## config.mk

```make
export PLATFORM = sky130hd
export DESIGN_NAME = sint_alu
export DESIGN_NICKNAME = d
export VERILOG_FILES = /design/src/rtl/sint_alu_pkg.sv /design/src/rtl/sint_alu_comb.sv /design/src/rtl/sint_alu_div.sv /design/src/rtl/sint_alu.sv
export SDC_FILE = /design/constraint.sdc
export NUM_CORES = 2
export LEC_CHECK = 0
export BUFFER_PORTS_ARGS = -buffer_cell sky130_fd_sc_hd__buf_2
export CORE_ASPECT_RATIO = 1.75
export CORE_MARGIN = 3
export CORE_UTILIZATION = 55
export DETAILED_ROUTE_END_ITERATION = 10
export PLACE_DENSITY_LB_ADDON = 0.08
export SLEW_MARGIN = 20
export SYNTH_ARGS = -nofsm -noshare
export SYNTH_HDL_FRONTEND = slang
export SYNTH_SLANG_ARGS = --single-unit
```

## constraint.sdc

```tcl
create_clock -name clk -period 27.8 [get_ports clk]
set_clock_uncertainty 0.15 [all_clocks]
set_input_delay 5.56 -clock clk [delete_from_list [all_inputs] [get_ports clk]]
set_output_delay 5.56 -clock clk [all_outputs]
set_load 0.02 [all_outputs]
```

## src/rtl/sint_alu_pkg.sv

```systemverilog
// Package: shared width and operation codes for the signed ALU.
// Assumes a 4-bit opcode field; codes 13..15 are unused.
package sint_alu_pkg;
    localparam int unsigned DATA_W = 32;
    localparam int unsigned OP_W   = 4;

    typedef enum logic [OP_W-1:0] {
        OP_ADD = 4'd0,
        OP_SUB = 4'd1,
        OP_MUL = 4'd2,
        OP_DIV = 4'd3,
        OP_REM = 4'd4,
        OP_SLT = 4'd5,
        OP_AND = 4'd6,
        OP_OR  = 4'd7,
        OP_XOR = 4'd8,
        OP_NOT = 4'd9,
        OP_SLL = 4'd10,
        OP_SRL = 4'd11,
        OP_SRA = 4'd12
    } alu_op_e;

    // True for the operations routed through the iterative divider.
    function automatic logic is_div_op(input logic [OP_W-1:0] code);
        return (code == OP_DIV) || (code == OP_REM);
    endfunction
endpackage

```

## src/rtl/sint_alu_comb.sv

```systemverilog
// Module: single-cycle datapath for every operation except divide/remainder.
// Assumes operands are W bits two's complement; unknown codes give zero.
module sint_alu_comb
    import sint_alu_pkg::*;
#(
    parameter int unsigned W = DATA_W
) (
    input  logic [OP_W-1:0] op,
    input  logic [W-1:0]    a,
    input  logic [W-1:0]    b,
    output logic [W-1:0]    y
);
    localparam int unsigned SH_W = $clog2(W);

    logic [SH_W-1:0] shamt;
    assign shamt = b[SH_W-1:0];

    // Select the operation result.
    always_comb begin
        case (op)
            OP_ADD:  y = a + b;
            OP_SUB:  y = a - b;
            OP_MUL:  y = a * b;
            OP_SLT:  y = {{(W-1){1'b0}}, ($signed(a) < $signed(b))};
            OP_AND:  y = a & b;
            OP_OR:   y = a | b;
            OP_XOR:  y = a ^ b;
            OP_NOT:  y = ~a;
            OP_SLL:  y = a << shamt;
            OP_SRL:  y = a >> shamt;
            OP_SRA:  y = W'($signed(a) >>> shamt);
            default: y = '0;
        endcase
    end
endmodule

```

## src/rtl/sint_alu_div.sv

```systemverilog
// Module: restoring divider, one quotient bit per cycle, with signed fix-up.
// Quotient is floored; remainder carries the dividend's sign.
// Assumes launch is only raised when busy is low and the divisor is nonzero.
module sint_alu_div
    import sint_alu_pkg::*;
#(
    parameter int unsigned W = DATA_W
) (
    input  logic         clk,
    input  logic         rst_n,
    input  logic         launch,
    input  logic [W-1:0] dividend,
    input  logic [W-1:0] divisor,
    output logic         busy,
    output logic         fin,
    output logic [W-1:0] quo,
    output logic [W-1:0] rmd
);
    localparam int unsigned CNT_W = $clog2(W + 1);

    logic             run_q;
    logic [CNT_W-1:0] cnt_q;
    logic [W-1:0]     acc_q;
    logic [W-1:0]     shf_q;
    logic [W-1:0]     dvs_q;
    logic [W-1:0]     dnd_q;
    logic             sa_q;
    logic             sb_q;
    logic [W:0]       trial;
    logic [W-1:0]     a_mag;
    logic [W-1:0]     b_mag;
    logic [W-1:0]     q_trunc;

    assign a_mag = dividend[W-1] ? -dividend : dividend;
    assign b_mag = divisor[W-1]  ? -divisor  : divisor;
    assign trial = {acc_q, shf_q[W-1]} - {1'b0, dvs_q};

    // Load operands on launch, then do one restoring step per cycle.
    always_ff @(posedge clk) begin
        if (!rst_n) begin
            run_q <= 1'b0;
            cnt_q <= '0;
            acc_q <= '0;
            shf_q <= '0;
            dvs_q <= '0;
            dnd_q <= '0;
            sa_q  <= 1'b0;
            sb_q  <= 1'b0;
        end else if (launch) begin
            run_q <= 1'b1;
            cnt_q <= CNT_W'(W);
            acc_q <= '0;
            shf_q <= a_mag;
            dvs_q <= b_mag;
            dnd_q <= a_mag;
            sa_q  <= dividend[W-1];
            sb_q  <= divisor[W-1];
        end else if (run_q && cnt_q != '0) begin
            cnt_q <= cnt_q - 1'b1;
            if (!trial[W]) begin
                acc_q <= trial[W-1:0];
                shf_q <= {shf_q[W-2:0], 1'b1};
            end else begin
                acc_q <= {acc_q[W-2:0], shf_q[W-1]};
                shf_q <= {shf_q[W-2:0], 1'b0};
            end
        end else if (fin) begin
            run_q <= 1'b0;
        end
    end

    assign busy = run_q;
    assign fin  = run_q && (cnt_q == '0);

    // Signed fix-up: truncate, then step down once for an inexact negative quotient.
    always_comb begin
        q_trunc = (sa_q ^ sb_q) ? -shf_q : shf_q;
        quo     = q_trunc - {{(W-1){1'b0}}, ((sa_q ^ sb_q) && acc_q != '0)};
        rmd     = sa_q ? -acc_q : acc_q;
    end

    // magnitudes satisfy quotient*divisor + remainder == dividend at completion.
    a_r5_div_identity: assert property (@(posedge clk) disable iff (!rst_n)
        fin |-> (({{W{1'b0}}, shf_q} * {{W{1'b0}}, dvs_q} + {{W{1'b0}}, acc_q})
                 == {{W{1'b0}}, dnd_q}));

    // remainder magnitude stays below the divisor magnitude.
    a_r6_rem_bound: assert property (@(posedge clk) disable iff (!rst_n)
        fin |-> (acc_q < dvs_q));

    // the step counter never exceeds the word width while running.
    a_r10_cnt_bound: assert property (@(posedge clk) disable iff (!rst_n)
        run_q |-> (cnt_q <= CNT_W'(W)));
endmodule

```

## src/rtl/sint_alu.sv

```systemverilog
// Module: signed integer ALU top. Accepts start when idle, returns result,
// a one-cycle done pulse, and err for a zero divisor.
// Assumes op and operands are valid in the cycle start is accepted.
module sint_alu
    import sint_alu_pkg::*;
#(
    parameter int unsigned W = DATA_W
) (
    input  logic            clk,
    input  logic            rst_n,
    input  logic            start,
    input  logic [OP_W-1:0] op,
    input  logic [W-1:0]    opa,
    input  logic [W-1:0]    opb,
    output logic [W-1:0]    result,
    output logic            done,
    output logic            err
);
    logic         busy;
    logic         fin;
    logic         accept;
    logic         div_req;
    logic         zero_div;
    logic         launch;
    logic         want_rem_q;
    logic [W-1:0] comb_y;
    logic [W-1:0] quo;
    logic [W-1:0] rmd;

    assign accept   = start && !busy;
    assign div_req  = is_div_op(op);
    assign zero_div = div_req && (opb == '0);
    assign launch   = accept && div_req && !zero_div;

    sint_alu_comb #(.W(W)) u_comb (
        .op (op),
        .a  (opa),
        .b  (opb),
        .y  (comb_y)
    );

    sint_alu_div #(.W(W)) u_div (
        .clk      (clk),
        .rst_n    (rst_n),
        .launch   (launch),
        .dividend (opa),
        .divisor  (opb),
        .busy     (busy),
        .fin      (fin),
        .quo      (quo),
        .rmd      (rmd)
    );

    // Register results and the completion pulse for both paths.
    always_ff @(posedge clk) begin
        if (!rst_n) begin
            result     <= '0;
            done       <= 1'b0;
            err        <= 1'b0;
            want_rem_q <= 1'b0;
        end else begin
            done <= 1'b0;
            err  <= 1'b0;
            if (fin) begin
                result <= want_rem_q ? rmd : quo;
                done   <= 1'b1;
            end else if (launch) begin
                want_rem_q <= (op == OP_REM);
            end else if (accept) begin
                result <= zero_div ? '0 : comb_y;
                done   <= 1'b1;
                err    <= zero_div;
            end
        end
    end

    // add result equals the wrapped sum of the sampled operands.
    a_r1_add_wraps: assert property (@(posedge clk) disable iff (!rst_n)
        (accept && op == OP_ADD) |=> (result == $past(opa + opb)));

    // set-less-than yields only 0 or 1.
    a_r4_slt_bool: assert property (@(posedge clk) disable iff (!rst_n)
        (accept && op == OP_SLT) |=> (result[W-1:1] == '0 && done));

    // zero divisor completes next cycle with err and a zero result.
    a_r7_zero_divisor: assert property (@(posedge clk) disable iff (!rst_n)
        (accept && zero_div) |=> (done && err && result == '0));

    // err is never raised outside a completion pulse.
    a_r9_err_with_done: assert property (@(posedge clk) disable iff (!rst_n)
        err |-> done);

    // no completion while the divider is still iterating.
    a_r11_quiet_while_busy: assert property (@(posedge clk) disable iff (!rst_n)
        (busy && !fin) |=> !done);
endmodule

```

==> results.py <==
metrics = {
    "synthesis": {
        "async_flop_share_pct": 0,
        "netlist_instances": 4547,
        "yosys.area_share.simple_pct": 18.9,
        "syn_avg_cell_area_um2": 7.62,
        "muxShareOfSynthArea_pct": 5.00,
        "seq_area_frac_synth_pct": 8.09,
        "synthTopCellsByArea": "fa_1 24%, ha_1 9.3%, dfxtp_1 8.1%, nor2_1 7.1%, inv_1 5.4%",
        "synth_compound_area_share_pct": 19.0,
        "synth_fp_nets": 5288,
        "synth_edf_count": 0,
        "synth_area_um2": 34700,
        "synth-xor-area-share_pct": 6.65,
        "ys_warn_count": 0,
        "synth_top_area_cell": "fa_1",
        "ys_ff_latch": 140,
        "synth_top_area_share_pct": 23.7,
        "synth_top_family_by_area": "adder cells",
        "synthAdderAreaFrac_pct": 33.1,
        "synthFlopType": "dfxtp_1",
        "synth_cell_types": 87,
    },
    "drt": {
        "routed-via-count": 35583,
        "remaining_drc_errors": 0,
        "wl_met1_um": 50600,
        "dr.first_iter.drc_count": 3497,
        "wl_met3_um": 15700,
        "highest_layer": "met5",
        "vias_per_cell": 6.74,
        "wl_met2_um": 72200,
        "drt-pass1-iter-count": 7,
        "wl_um": 158000,
        "drtAntennaViolNets": 0,
        "wl_per_cell_um": 30.0,
    },
    "timing": {
        "setup_tns_ps": 0,
        "worst_pin_slew_ps": 1420,
        "relSlewSlack_pct": 4.31,
        "rsz0062_at_grt": "false",
        "fin_ws_ps": 13950,
        "max_freq_ghz": 0.0722,
        "min_period_ps": 13850,
        "finalHoldViolations": 0,
        "timing.final.crit_share_pct": 49.8,
        "setup_viol": 0,
        "slew_viol_final": 0,
    },
    "place": {
        "placed_cells": 5234,
        "port-buffer-count": 104,
        "preCtsSetupSlack_ps": 13630,
        "gp_congestion": 1.08,
        "dpl.hpwl_um": 121000,
    },
    "floorplan": {
        "design.core.area_um2": 62400,
        "initial_core_util_pct": 55.6,
        "die_x_um": 196,
        "dieArea_um2": 66200,
        "io_pins": 105,
        "fp.dieH_um": 338,
        "num_rows": 121,
    },
    "critical_path": {
        "arrival_ps": 14080,
        "crit_path_end_kind": "register",
        "start_kind": "input port",
        "worst-path-max-fanout": 22,
        "critical_path_class": "in -> reg",
        "cp.required_ps": 28030,
    },
    "outcome": {
        "status": "complete, no violations",
    },
    "global_route": {
        "grt_remaining_overflow": 0,
        "grt_pass1_vias": 35777,
        "grt_max_degree": 72,
        "antenna_found_initial": 11,
        "grt.total_usage_pct": 47.2,
        "grt_pass1_wl_um": 231000,
    },
    "cts": {
        "cts_made_buffers": 25,
        "clkTransAtPathRegs_ps": 60,
        "cts_tree": "yes",
        "clk_latency_ps": 510,
        "clock-root-buffer": "clkbuf_16",
        "clockBufferDepth": 3,
        "cts_resized": 0,
        "clock-sinks": 140,
        "cts_setup_buffers": 0,
        "htreeDepth": 4,
        "hold_buffers": 0,
    },
    "final_layout": {
        "layout_commonest_cell": "nor2_1",
        "layout-drive-gt1-share_pct": 8.01,
        "area_growth_pct": 5.55,
        "final_core_util_pct": 58.7,
        "mostFrequentLayoutCells": "652 x nor2_1, 502 x inv_1, 462 x nand2_1, 411 x fa_1, 259 x ha_1",
        "final_cells": 5278,
        "num-nets-final": 5203,
    },
    "flow_run": {
        "max_cap_viol_count": 0,
    },
    "worst_hold_path": {
        "worstHoldPathType": "reg -> reg",
    },
}
[critical path, cell delays in order]
cell and delay [ps]:
buf_2 80, buf_4 310, clkinv_1 990, nor2_1 400
fa_1 480, fa_1 440, fa_1 540, inv_1 60
fa_1 490, inv_1 60, fa_1 490, inv_1 50
fa_1 530, inv_1 60, fa_1 490, fa_1 420
ha_1 370, a21oi_1 160, o21ai_0 230, or4_1 450
a21oi_1 200, o31a_1 220, o21bai_1 90, xor2_1 180
a221o_1 410, a221oi_1 210, o21ai_0 100
[layout make-up]
class / count / area (µm²)
multi-input cells: 3556 / 28700
fillers: 6112 / 25800
flip-flops and latches: 140 / 2800
inverters: 524 / 1970
repair buffers: 215 / 1360
well taps: 799 / 1000
clock buffers: 28 / 647
clock inverters: 4 / 70.1
diodes: 12 / 30.0
[sequential cells by signal, indices dropped and copies added (netlist names), 6 cells and up]
register	cells
result	32
u_div.acc_q	32
u_div.cnt_q	6
u_div.dvs_q	32
u_div.shf_q	32
[layer usage]
metal | vias to the layer above | GRT usage (%)
met3 | 930 | 11.2
li1 | 15138 | -
met1 | 17167 | 49.1
met5 | - | 0.889
met2 | 2336 | 76.6
met4 | 12 | 47.2
[cells in the mapped netlist, types with 14 or more instances]
master,n
o41ai_1,22
a22oi_1,30
xor2_1,79
o21a_1,20
nor3_1,83
buf_1,48
nand2_1,462
a21o_1,35
o22ai_1,32
nor2b_1,19
mux4_2,49
o221ai_1,15
nand4_1,31
or4_1,21
o211a_1,14
and3_1,37
o31ai_1,44
and2_1,14
nand2b_1,30
nor2_1,653
fa_1,411
mux2i_1,54
dfxtp_1,140
nand3_1,58
nor4_1,24
clkbuf_1,276
or3_1,28
o21ai_0,249
or2_2,19
xnor2_1,184
ha_1,259
a31oi_1,43
o21bai_1,14
inv_1,503
a221oi_1,49
a21oi_1,243
a211oi_1,52
o211ai_1,30
[stage by stage]
stage	instance area (µm²)	hold slack, ps
floorplan	34700	282
global placement	35800	296
detailed placement	35800	309
CTS	36600	319
global route	36600	340
finish	36600	317
[logic make-up after synthesis]
family                   after synthesis
AO/OA/AOI/OAI                       1006
XOR/XNOR                             263
adder cells (fa/ha/maj)              670
buffers and inverters                851
flip-flops                           140
multiplexers                         111
AND/OR/NAND/NOR                     1506
[final timing paths]
| check | startpoint | endpoint | slack [ps] | cells after the start |
|---|---|---|---|---|
| worst max-delay path | opa[10] | result[28] | 13950 | 27 |
| worst min-delay path | u_div.sa_q | u_div.sa_q | 320 | 2 |
| worst max register to register | u_div.acc_q[2] | result[17] | 22020 | 17 |
| worst min register to register | u_div.sa_q | u_div.sa_q | 320 | 2 |
Power is left out: the tool's default activity adds up to more than one toggle a clock period on the data nets, which glitch-free logic cannot reach.
